**config.mk**
```make
export PLATFORM = sky130hd
export DESIGN_NAME = sline_irq_encoder
export DESIGN_NICKNAME = d
export VERILOG_FILES = /design/src/rtl/sline_irq_pkg.sv /design/src/rtl/sline_frame_tracker.sv /design/src/rtl/sline_line_driver.sv /design/src/rtl/sline_irq_encoder.sv
export SDC_FILE = /design/constraint.sdc
export NUM_CORES = 1
export LEC_CHECK = 0
export ABC_AREA = 1
export BUFFER_PORTS_ARGS = -buffer_cell sky130_fd_sc_hd__buf_2
export CAP_MARGIN = 20
export CORE_ASPECT_RATIO = 1.1
export CORE_MARGIN = 8
export CORE_UTILIZATION = 52
export CTS_CLUSTER_DIAMETER = 60
export DETAILED_ROUTE_END_ITERATION = 6
export GPL_TIMING_DRIVEN = 0
export PLACE_DENSITY = 0.75
export SLEW_MARGIN = 20
export SYNTH_ARGS = -nofsm -noshare
export SYNTH_HDL_FRONTEND = slang
export SYNTH_SLANG_ARGS = --single-unit
```
**constraint.sdc**
```tcl
create_clock -name clk -period 1.29 [get_ports clk]
set_input_delay 0.258 -clock clk [delete_from_list [all_inputs] [get_ports clk]]
set_output_delay 0.258 -clock clk [all_outputs]
set_load 0.01 [all_outputs]
```
**src/rtl/sline_irq_pkg.sv**
```systemverilog
package sline_irq_pkg;

   typedef enum logic [2:0] {
      ST_IDLE,
      ST_WAKE,
      ST_START,
      ST_DATA,
      ST_STOP
   } bus_state_t;

   typedef enum logic [1:0] {
      PH_SAMPLE,
      PH_RECOVER,
      PH_TURN
   } phase_t;

endpackage

```
**src/rtl/sline_frame_tracker.sv**
```systemverilog
module sline_frame_tracker
   import sline_irq_pkg::*;
#(
   parameter int NUM_FRAMES     = 21,
   parameter int SLOT_W         = 5,
   parameter int QUIET_STOP_LEN = 2,
   parameter int CONT_STOP_LEN  = 3
) (
   input  logic              clk,
   input  logic              rst_n,
   input  logic              bus_in,
   input  logic              wake_req,
   output bus_state_t        state,
   output phase_t            phase,
   output logic [SLOT_W-1:0] frame_idx,
   output logic              quiet_mode
);

   localparam int STOP_SAT = ((QUIET_STOP_LEN > CONT_STOP_LEN) ? QUIET_STOP_LEN : CONT_STOP_LEN) + 1;
   localparam int CNT_W    = $clog2(STOP_SAT + 1);
   localparam logic [SLOT_W-1:0] LAST_FRAME = SLOT_W'(NUM_FRAMES - 1);
   localparam logic [CNT_W-1:0]  QLEN       = CNT_W'(QUIET_STOP_LEN);
   localparam logic [CNT_W-1:0]  CLEN       = CNT_W'(CONT_STOP_LEN);
   localparam logic [CNT_W-1:0]  SAT        = CNT_W'(STOP_SAT);

   initial begin
      assert (QUIET_STOP_LEN >= 1 && CONT_STOP_LEN >= 1)
         else $fatal(1, "stop lengths must be at least one clock");
      assert (QUIET_STOP_LEN != CONT_STOP_LEN)
         else $fatal(1, "stop lengths must differ");
   end

   logic [CNT_W-1:0] stop_cnt;

   always_ff @(posedge clk or negedge rst_n) begin
      if (!rst_n) begin
         state      <= ST_IDLE;
         phase      <= PH_SAMPLE;
         frame_idx  <= '0;
         stop_cnt   <= '0;
         quiet_mode <= 1'b0;
      end else begin
         case (state)
            ST_IDLE: begin
               if (!bus_in)       state <= ST_START;
               else if (wake_req) state <= ST_WAKE;
            end
            ST_WAKE: state <= ST_START;
            ST_START: begin
               if (bus_in) begin
                  state     <= ST_DATA;
                  phase     <= PH_SAMPLE;
                  frame_idx <= '0;
               end
            end
            ST_DATA: begin
               if (phase != PH_SAMPLE && !bus_in) begin
                  state <= ST_IDLE;
                  phase <= PH_SAMPLE;
               end else begin
                  case (phase)
                     PH_SAMPLE:  phase <= PH_RECOVER;
                     PH_RECOVER: phase <= PH_TURN;
                     default: begin
                        phase <= PH_SAMPLE;
                        if (frame_idx == LAST_FRAME) begin
                           state    <= ST_STOP;
                           stop_cnt <= '0;
                        end else begin
                           frame_idx <= frame_idx + 1'b1;
                        end
                     end
                  endcase
               end
            end
            ST_STOP: begin
               if (!bus_in) begin
                  if (stop_cnt != SAT) stop_cnt <= stop_cnt + 1'b1;
               end else begin
                  if (stop_cnt == QLEN)      quiet_mode <= 1'b1;
                  else if (stop_cnt == CLEN) quiet_mode <= 1'b0;
                  state <= ST_IDLE;
               end
            end
            default: state <= ST_IDLE;
         endcase
      end
   end

   // a low in recovery or turn-around abandons the count
   a_r10_abort_on_glitch: assert property (@(posedge clk) disable iff (!rst_n)
      (state == ST_DATA && phase != PH_SAMPLE && !bus_in) |=> (state == ST_IDLE));

   // the mode moves only out of a stop frame
   a_r7_mode_from_stop: assert property (@(posedge clk) disable iff (!rst_n)
      !$stable(quiet_mode) |-> $past(state == ST_STOP));

   // the frame index stays inside the data window
   a_r2_frame_in_range: assert property (@(posedge clk) disable iff (!rst_n)
      (state == ST_DATA) |-> (frame_idx <= LAST_FRAME));

endmodule

```
**src/rtl/sline_line_driver.sv**
```systemverilog
module sline_line_driver
   import sline_irq_pkg::*;
#(
   parameter int NUM_FRAMES = 21,
   parameter int SLOT_W     = 5,
   parameter bit WAKE_EN    = 1'b1
) (
   input  logic              clk,
   input  logic              rst_n,
   input  bus_state_t        state,
   input  phase_t            phase,
   input  logic [SLOT_W-1:0] frame_idx,
   input  logic [SLOT_W-1:0] slot_idx,
   input  logic              irq_level,
   input  logic              quiet_mode,
   output logic              bus_oe,
   output logic              bus_drive_val,
   output logic              wake_req
);

   localparam logic [SLOT_W-1:0] FRAME_LIMIT = SLOT_W'(NUM_FRAMES);

   logic slot_valid;
   logic own_frame;
   logic own_sample;
   logic sample_drv;
   logic recov_drv;
   logic wake_drv;
   logic drove_low;

   assign slot_valid = (slot_idx < FRAME_LIMIT);
   assign own_frame  = (state == ST_DATA) && slot_valid && (frame_idx == slot_idx);
   assign own_sample = own_frame && (phase == PH_SAMPLE);
   assign sample_drv = own_sample && !irq_level;
   assign recov_drv  = drove_low && (state == ST_DATA) && (phase == PH_RECOVER);
   assign wake_drv   = (state == ST_WAKE);

   assign bus_oe        = sample_drv | recov_drv | wake_drv;
   assign bus_drive_val = recov_drv;

   always_ff @(posedge clk or negedge rst_n) begin
      if (!rst_n) drove_low <= 1'b0;
      else        drove_low <= sample_drv;
   end

   generate
      if (WAKE_EN) begin : g_wake
         logic last_rep;
         always_ff @(posedge clk or negedge rst_n) begin
            if (!rst_n)          last_rep <= 1'b0;
            else if (own_sample) last_rep <= irq_level;
         end
         assign wake_req = quiet_mode && (irq_level != last_rep);
      end else begin : g_no_wake
         assign wake_req = 1'b0;
      end
   endgenerate

   // a high drive only ever follows a low drive
   a_r4_high_after_low: assert property (@(posedge clk) disable iff (!rst_n)
      (bus_oe && bus_drive_val) |-> $past(bus_oe && !bus_drive_val));

   // the wakeup drive lasts a single clock
   a_r8_wake_one_clock: assert property (@(posedge clk) disable iff (!rst_n)
      (state == ST_WAKE) |=> !bus_oe);

   // wakeup only from quiet mode
   a_r9_wake_only_quiet: assert property (@(posedge clk) disable iff (!rst_n)
      (state == ST_WAKE) |-> quiet_mode);

   // an out-of-range slot never drives a data frame
   a_r6_bad_slot_silent: assert property (@(posedge clk) disable iff (!rst_n)
      (!slot_valid && state == ST_DATA) |-> !bus_oe);

endmodule

```
**src/rtl/sline_irq_encoder.sv**
```systemverilog
module sline_irq_encoder
   import sline_irq_pkg::*;
#(
   parameter int NUM_FRAMES     = 21,
   parameter int SLOT_W         = $clog2(NUM_FRAMES + 1),
   parameter int QUIET_STOP_LEN = 2,
   parameter int CONT_STOP_LEN  = 3,
   parameter bit WAKE_EN        = 1'b1
) (
   input  logic              clk,
   input  logic              rst_n,
   input  logic              bus_in,
   input  logic              irq_level,
   input  logic [SLOT_W-1:0] slot_idx,
   output logic              bus_oe,
   output logic              bus_drive_val,
   output logic              quiet_active
);

   initial begin
      assert (NUM_FRAMES >= 1)
         else $fatal(1, "at least one data frame is needed");
      assert ((1 << SLOT_W) > NUM_FRAMES)
         else $fatal(1, "slot width too narrow for the frame count");
   end

   bus_state_t        state;
   phase_t            phase;
   logic [SLOT_W-1:0] frame_idx;
   logic              wake_req;

   sline_frame_tracker #(
      .NUM_FRAMES     (NUM_FRAMES),
      .SLOT_W         (SLOT_W),
      .QUIET_STOP_LEN (QUIET_STOP_LEN),
      .CONT_STOP_LEN  (CONT_STOP_LEN)
   ) u_tracker (
      .clk        (clk),
      .rst_n      (rst_n),
      .bus_in     (bus_in),
      .wake_req   (wake_req),
      .state      (state),
      .phase      (phase),
      .frame_idx  (frame_idx),
      .quiet_mode (quiet_active)
   );

   sline_line_driver #(
      .NUM_FRAMES (NUM_FRAMES),
      .SLOT_W     (SLOT_W),
      .WAKE_EN    (WAKE_EN)
   ) u_driver (
      .clk           (clk),
      .rst_n         (rst_n),
      .state         (state),
      .phase         (phase),
      .frame_idx     (frame_idx),
      .slot_idx      (slot_idx),
      .irq_level     (irq_level),
      .quiet_mode    (quiet_active),
      .bus_oe        (bus_oe),
      .bus_drive_val (bus_drive_val),
      .wake_req      (wake_req)
   );

   // nothing is driven in idle, start or stop frames
   a_r5_silent_outside_data: assert property (@(posedge clk) disable iff (!rst_n)
      (state == ST_IDLE || state == ST_START || state == ST_STOP) |-> !bus_oe);

   // the mode is continuous in the first cycle after reset
   a_r1_reset_continuous: assert property (@(posedge clk) disable iff (!rst_n)
      $rose(rst_n) |-> !quiet_active);

endmodule

```
# Word level (Yosys, flattened, before mapping)
# Index checks and enable logic that the tools add are counted.
[totals] input_bits=9 word_cells=81 register_bits=16
[classes] mux=25 addsub=2 reduce_logical=22 n_eq_ne=22 bitwise_logic=2 magnitude_cmp=1
[op_table] cell="3-bit 2-to-1 mux" count=12
[op_table] cell="5-bit 2-to-1 mux" count=4
[op_table] cell="3-bit one-hot mux with 5 select lines" count=1
[op_table] cell="2-bit inequality test (second input constant)" count=7
[op_table] cell="3-bit by 2-bit equality test with 1-bit output (second input constant)" count=4
[op_table] cell="5-bit one-hot mux with 2 select lines" count=1
[op_table] cell="5-bit AND reduction" count=2
[op_table] cell="3-bit inequality test (second input constant)" count=3
[op_table] cell="1-bit logical AND" count=8
[op_table] cell="2-bit one-hot mux with 2 select lines" count=2
[op_table] cell="2-bit nonzero test" count=4
[op_table] cell="3-bit one-hot mux with 2 select lines" count=1
[op_table] cell="6-bit AND reduction" count=1
[op_table] cell="5-bit by 1-bit adder with 5-bit output (second input constant)" count=1
[op_table] cell="5-bit equality test" count=1
[op_table] cell="5-bit equality test (second input constant)" count=1
[op_table] cell="5-bit < comparator (second input constant)" count=1
[op_table] cell="2-bit 2-to-1 mux" count=2
[op_table] cell="3-bit by 1-bit adder with 3-bit output (second input constant)" count=1
[op_table] cell="3-bit by 1-bit equality test with 1-bit output (second input constant)" count=1
[op_table] cell="3-bit equality test (second input constant)" count=1
[op_table] cell="3-bit logical NOT" count=1
[op_table] cell="3-bit by 2-bit inequality test with 1-bit output (second input constant)" count=1
[op_table] cell="3-bit AND reduction" count=1
[op_table] cell="other kinds (9)" count=12

# Logic depth before layout (Yosys ltp)
[depth] ltp_word=7 ltp_mapped=9 mapped_depth_nobuf=9

# By module
# A second synthesis with hierarchy kept.
[unflattened] hier_cells=162 hier_area_um2=1149.9
[by_module_without_submodules] mod="sline_frame_tracker" area_each_um2=887.1 n_inst=1 cells_each=115 seq_area_each_um2=350.3
[by_module_without_submodules] mod="sline_line_driver" area_each_um2=262.8 n_inst=1 cells_each=47 seq_area_each_um2=50.0

# Worst setup path after synthesis
# OpenSTA, ideal clock, no wires.
[synth_timing] path_kind="register to output" from="register u_tracker.state[1]" to="output port bus_oe" slack_ps=-104 required_time_ps=1032 arrival_ps=1136 stages_incl_launch_ff=7 path_cell_list="dfrtp_1 -> nand2_2 -> nor2_8 -> inv_2 -> nor3_1 -> nand4_1 -> nand2_1"
[synth_via] elab_chain_len=7 elab_cells_between_ends=10
[synth_rtl] item="from (decl)" line="sline_frame_tracker.sv:13" source="output bus_state_t state,"
[synth_rtl] item="from (signal assigned)" line="sline_frame_tracker.sv:37" source="state <= ST_IDLE;"
[synth_rtl] item="from (signal assigned)" line="sline_frame_tracker.sv:45" source="if (!bus_in) state <= ST_START;"
[synth_rtl] item="from (signal assigned)" line="sline_frame_tracker.sv:46" source="else if (wake_req) state <= ST_WAKE;"
[synth_rtl] item="3-bit by 2-bit equality test with 1-bit output" line="sline_line_driver.sv:32, sline_line_driver.sv:35"
[synth_rtl] item="1-bit logical AND (2 in series)" line="sline_line_driver.sv:32" source="assign own_frame = (state == ST_DATA) && slot_valid && (frame_idx == slot_idx);"
[synth_rtl] item="1-bit logical AND" line="sline_line_driver.sv:33" source="assign own_sample = own_frame && (phase == PH_SAMPLE);"
[synth_rtl] item="1-bit logical AND" line="sline_line_driver.sv:34" source="assign sample_drv = own_sample && !irq_level;"
[synth_rtl] item="1-bit OR" line="sline_line_driver.sv:38" source="assign bus_oe = sample_drv | recov_drv | wake_drv;"
[synth_rtl] item="1-bit OR (*)" line="sline_line_driver.sv:38"
[synth_rtl] item="to (decl)" line="sline_irq_encoder.sv:15" source="output logic bus_oe,"
# Every way passes the cells marked *; elsewhere a longest branch is shown, timed or not.

# Worst setup path in the final report
[layout_timing] from="register u_tracker.state[0]" to="output port bus_oe"
# The elaborated chain is that of the path after synthesis.

==> qor.yml <==
routing:
  num_vias: 1252
  drtPass1Iterations: 4
  routedWlPerCell_um: 14.3
  drc: 0
  postRouteAntennaNets: 0
  drt_wl_total_mm: 3.46
  vias_per_cell: 5.20
  drt_iter0_drc: 64
place:
  gp_congestion: 0.878
  place_hpwl_mm: 2.12
  portBuffers: 11
sta:
  fin_skew_ns: 0.00214
  rsz0062_at_grt: "yes"
  max_freq_mhz: 571
  worst_slack_ns: -0.460
  period_share_pct: 136
  setup_viol: 14
  worst_pin_slew_ns: 0.381
  whs_ns: 0.244
  hold_violations: 0
  period_needed_ns: 1.75
  slew_headroom_pct: 74.6
  drv_slew: 0
setup_path:
  arrival_ns: 1.49
  cp_max_fo: 2
  timing.rr.end: "u_tracker.stop_cnt[0]"
  critPathKind: "reg -> out"
  start_kind: "flop"
  worst_setup_path_end_kind: "primary output"
  reg2reg_depth: 10
  rr_startpoint: "u_tracker.frame_idx[0]"
  cp.required_ns: 1.03
  reg2reg_slack_ns: -0.26
power:
  ir_drop_v: 0.00173
  power_frac_seq_pct: 23.4
  clkPwrFrac_pct: 8.1
  power_leakage_nw: 0.825
  switching_share_pct: 49.7
  p_sw_w: 0.00167
  p_int_w: 0.00170
  pwr_density_cell_nw_per_um2: 2080
  power.total_w: 0.00337
  pwr-share-comb_pct: 68.5
cts:
  clockBufferDepth: 2
  cts_tree: "built"
  cts_buffers: 3
  clkSinkCount: 16
  clockRootBuffer: "clkbuf_4"
  clock_latency_ns: 0.30
  clk_pin_slew_worst_paths_ns: 0.09
  htreeDepth: 1
global_route:
  grt_usage_pct: 17.3
  antenna_found_initial: 0
  grt_remaining_overflow: 0
  grt_max_degree: 17
  grt_pass1_wl_mm: 5.27
  grt_pass1_vias: 1263
synthesis:
  yosysTopAreaCell: "dfrtp_1"
  yosysWarnings: 0
  synth_area_um2: 1170
  syn-num-nets: 190
  synthArstFlopShare_pct: 100
  synth_edf_count: 0
  yosys-top-cells-area: "dfrtp_1 (34%), nand2_1 (19%), inv_1 (8.0%)"
  yosys.area.top_type_share_pct: 34.3
  synthDistinctLibCells: 22
  yosysMostFrequentCell: "nand2_1"
  synth.avg_cell_area_um2: 6.67
  yosysSeqAreaShare_pct: 34.3
  netlist_top_cells_count: "nand2_1 (59), inv_1 (25), nor2_1 (20)"
  synth_cells: 175
  ys.flop_type: "dfrtp_1"
  synth_seq_cells: 16
worst_hold_path:
  holdCritPathClass: "in -> reg"
  hold_depth: 3
  hp-start: "irq_level"
  min_to: "u_driver.g_wake.last_rep"
floorplanning:
  io_pins: 12
  start_util_pct: 53.4
  num_rows: 18
  chipHeight_um: 65.7
  coreArea_um2: 2180
  design.die.area_um2: 4020
  die_x_um: 61.2
run:
  drv_cap: 0
final_layout:
  final_nets: 228
  areaGrowthSynthToFinish_pct: 38.8
  utilization_pct: 74.2
  antenna_cells: 0
  drive_gt1_share_pct: 38.9
status:
  run_status: "finished with violations"
  violations: "setup timing"
kinds of logic after synthesis:
family / synth area share [%]
AND/OR/NAND/NOR: 40.4
adder cells (fa/ha/maj): 6.43
buffers and inverters: 8.68
flip-flops: 34.3
AO/OA/AOI/OAI: 8.68
XOR/XNOR: 1.50
state kept, by name, indices dropped and copies added, names as in the netlist:
signal	flops
u_driver.g_wake.last_rep	1
u_tracker.stop_cnt	3
u_tracker.phase	2
u_tracker.frame_idx	5
u_driver.drove_low	1
u_tracker.state	3
u_tracker.quiet_mode	1
placed cells by master (no fill, tap or decap), types with 3 or more instances in the layout:
cell      count
buf_6         3
dfrtp_1      11
o21ai_1       6
nor2_1       15
o21ai_0       3
buf_2        11
dfrtp_2       5
inv_2         4
inv_1        20
nand2_2      12
nand2_1      48
nand2_4       5
ha_1          5
inv_4         3
nor2_4        6
buf_4        16
nand3_2       3
nand3_1      10
nand4_1       3
clkbuf_4      3
how the worst max path moves through the flow:
stage                  startpoint  endpoint  cells after the start
4_1_cts        u_tracker.state[2]    bus_oe                      6
6_report       u_tracker.state[0]    bus_oe                      7
3_5_place_dp   u_tracker.state[1]    bus_oe                      7
3_3_place_gp   u_tracker.state[1]    bus_oe                      7
2_1_floorplan  u_tracker.state[1]    bus_oe                      6
5_1_grt        u_tracker.state[0]    bus_oe                      7
layout make-up:
class	count	area, µm²
clock buffers	3	22.5
fillers	190	564
inverters	27	109
multi-input cells	133	811
flip-flops and latches	16	407
well taps	30	37.5
repair buffers	32	234
per-stage QoR:
stage	cell area, µm²	setup TNS [ns]	setup WS, ns	instances
floorplan	1190	-0.278	-0.0953	175
global placement	1280	-1.61	-0.347	216
detailed placement	1280	-2.06	-0.374	216
CTS	1460	-3.06	-0.407	232
global route	1620	-3.90	-0.524	241
finish	1620	-2.97	-0.460	241
critical path, stage by stage, from the launching register on:
cell and delay, ns:
dfrtp_1 0.41, nand2_4 0.09, nor2_8 0.15, inv_4 0.04, nor3_2 0.14, nand4_1 0.14, nand2_1 0.09, buf_2 0.12
timing repair:
item	CTS	global route
endpoints found under the hold margin	16	0
pin swaps	13	11
hold buffers	1	0
endpoints found under the setup margin	16	15
gates resized for setup	16	31
cloned	1	0
buffers inserted	11	10
layer usage:
metal / GRT usage, % / up-vias / routed length, µm
met4: 9.91 / 0 / 71
met2: 31.5 / 31 / 1920
li1: - / 621 / -
met1: 17.8 / 594 / 1350
met5: 0 / - / 0
met3: 2.73 / 6 / 117
power groups by stage:
stage | combinational, W | clock, W | sequential (W)
5_1_grt | 0.00248 | 0.000305 | 0.000794
3_5_place_dp | 0.00135 | 0 | 0.000790
6_report | 0.00231 | 0.000274 | 0.000787
2_1_floorplan | 0.00107 | 0 | 0.000760
4_1_cts | 0.00184 | 0.000281 | 0.000760
3_3_place_gp | 0.00130 | 0 | 0.000787
Note: power is estimated with default switching activity, not from simulation.
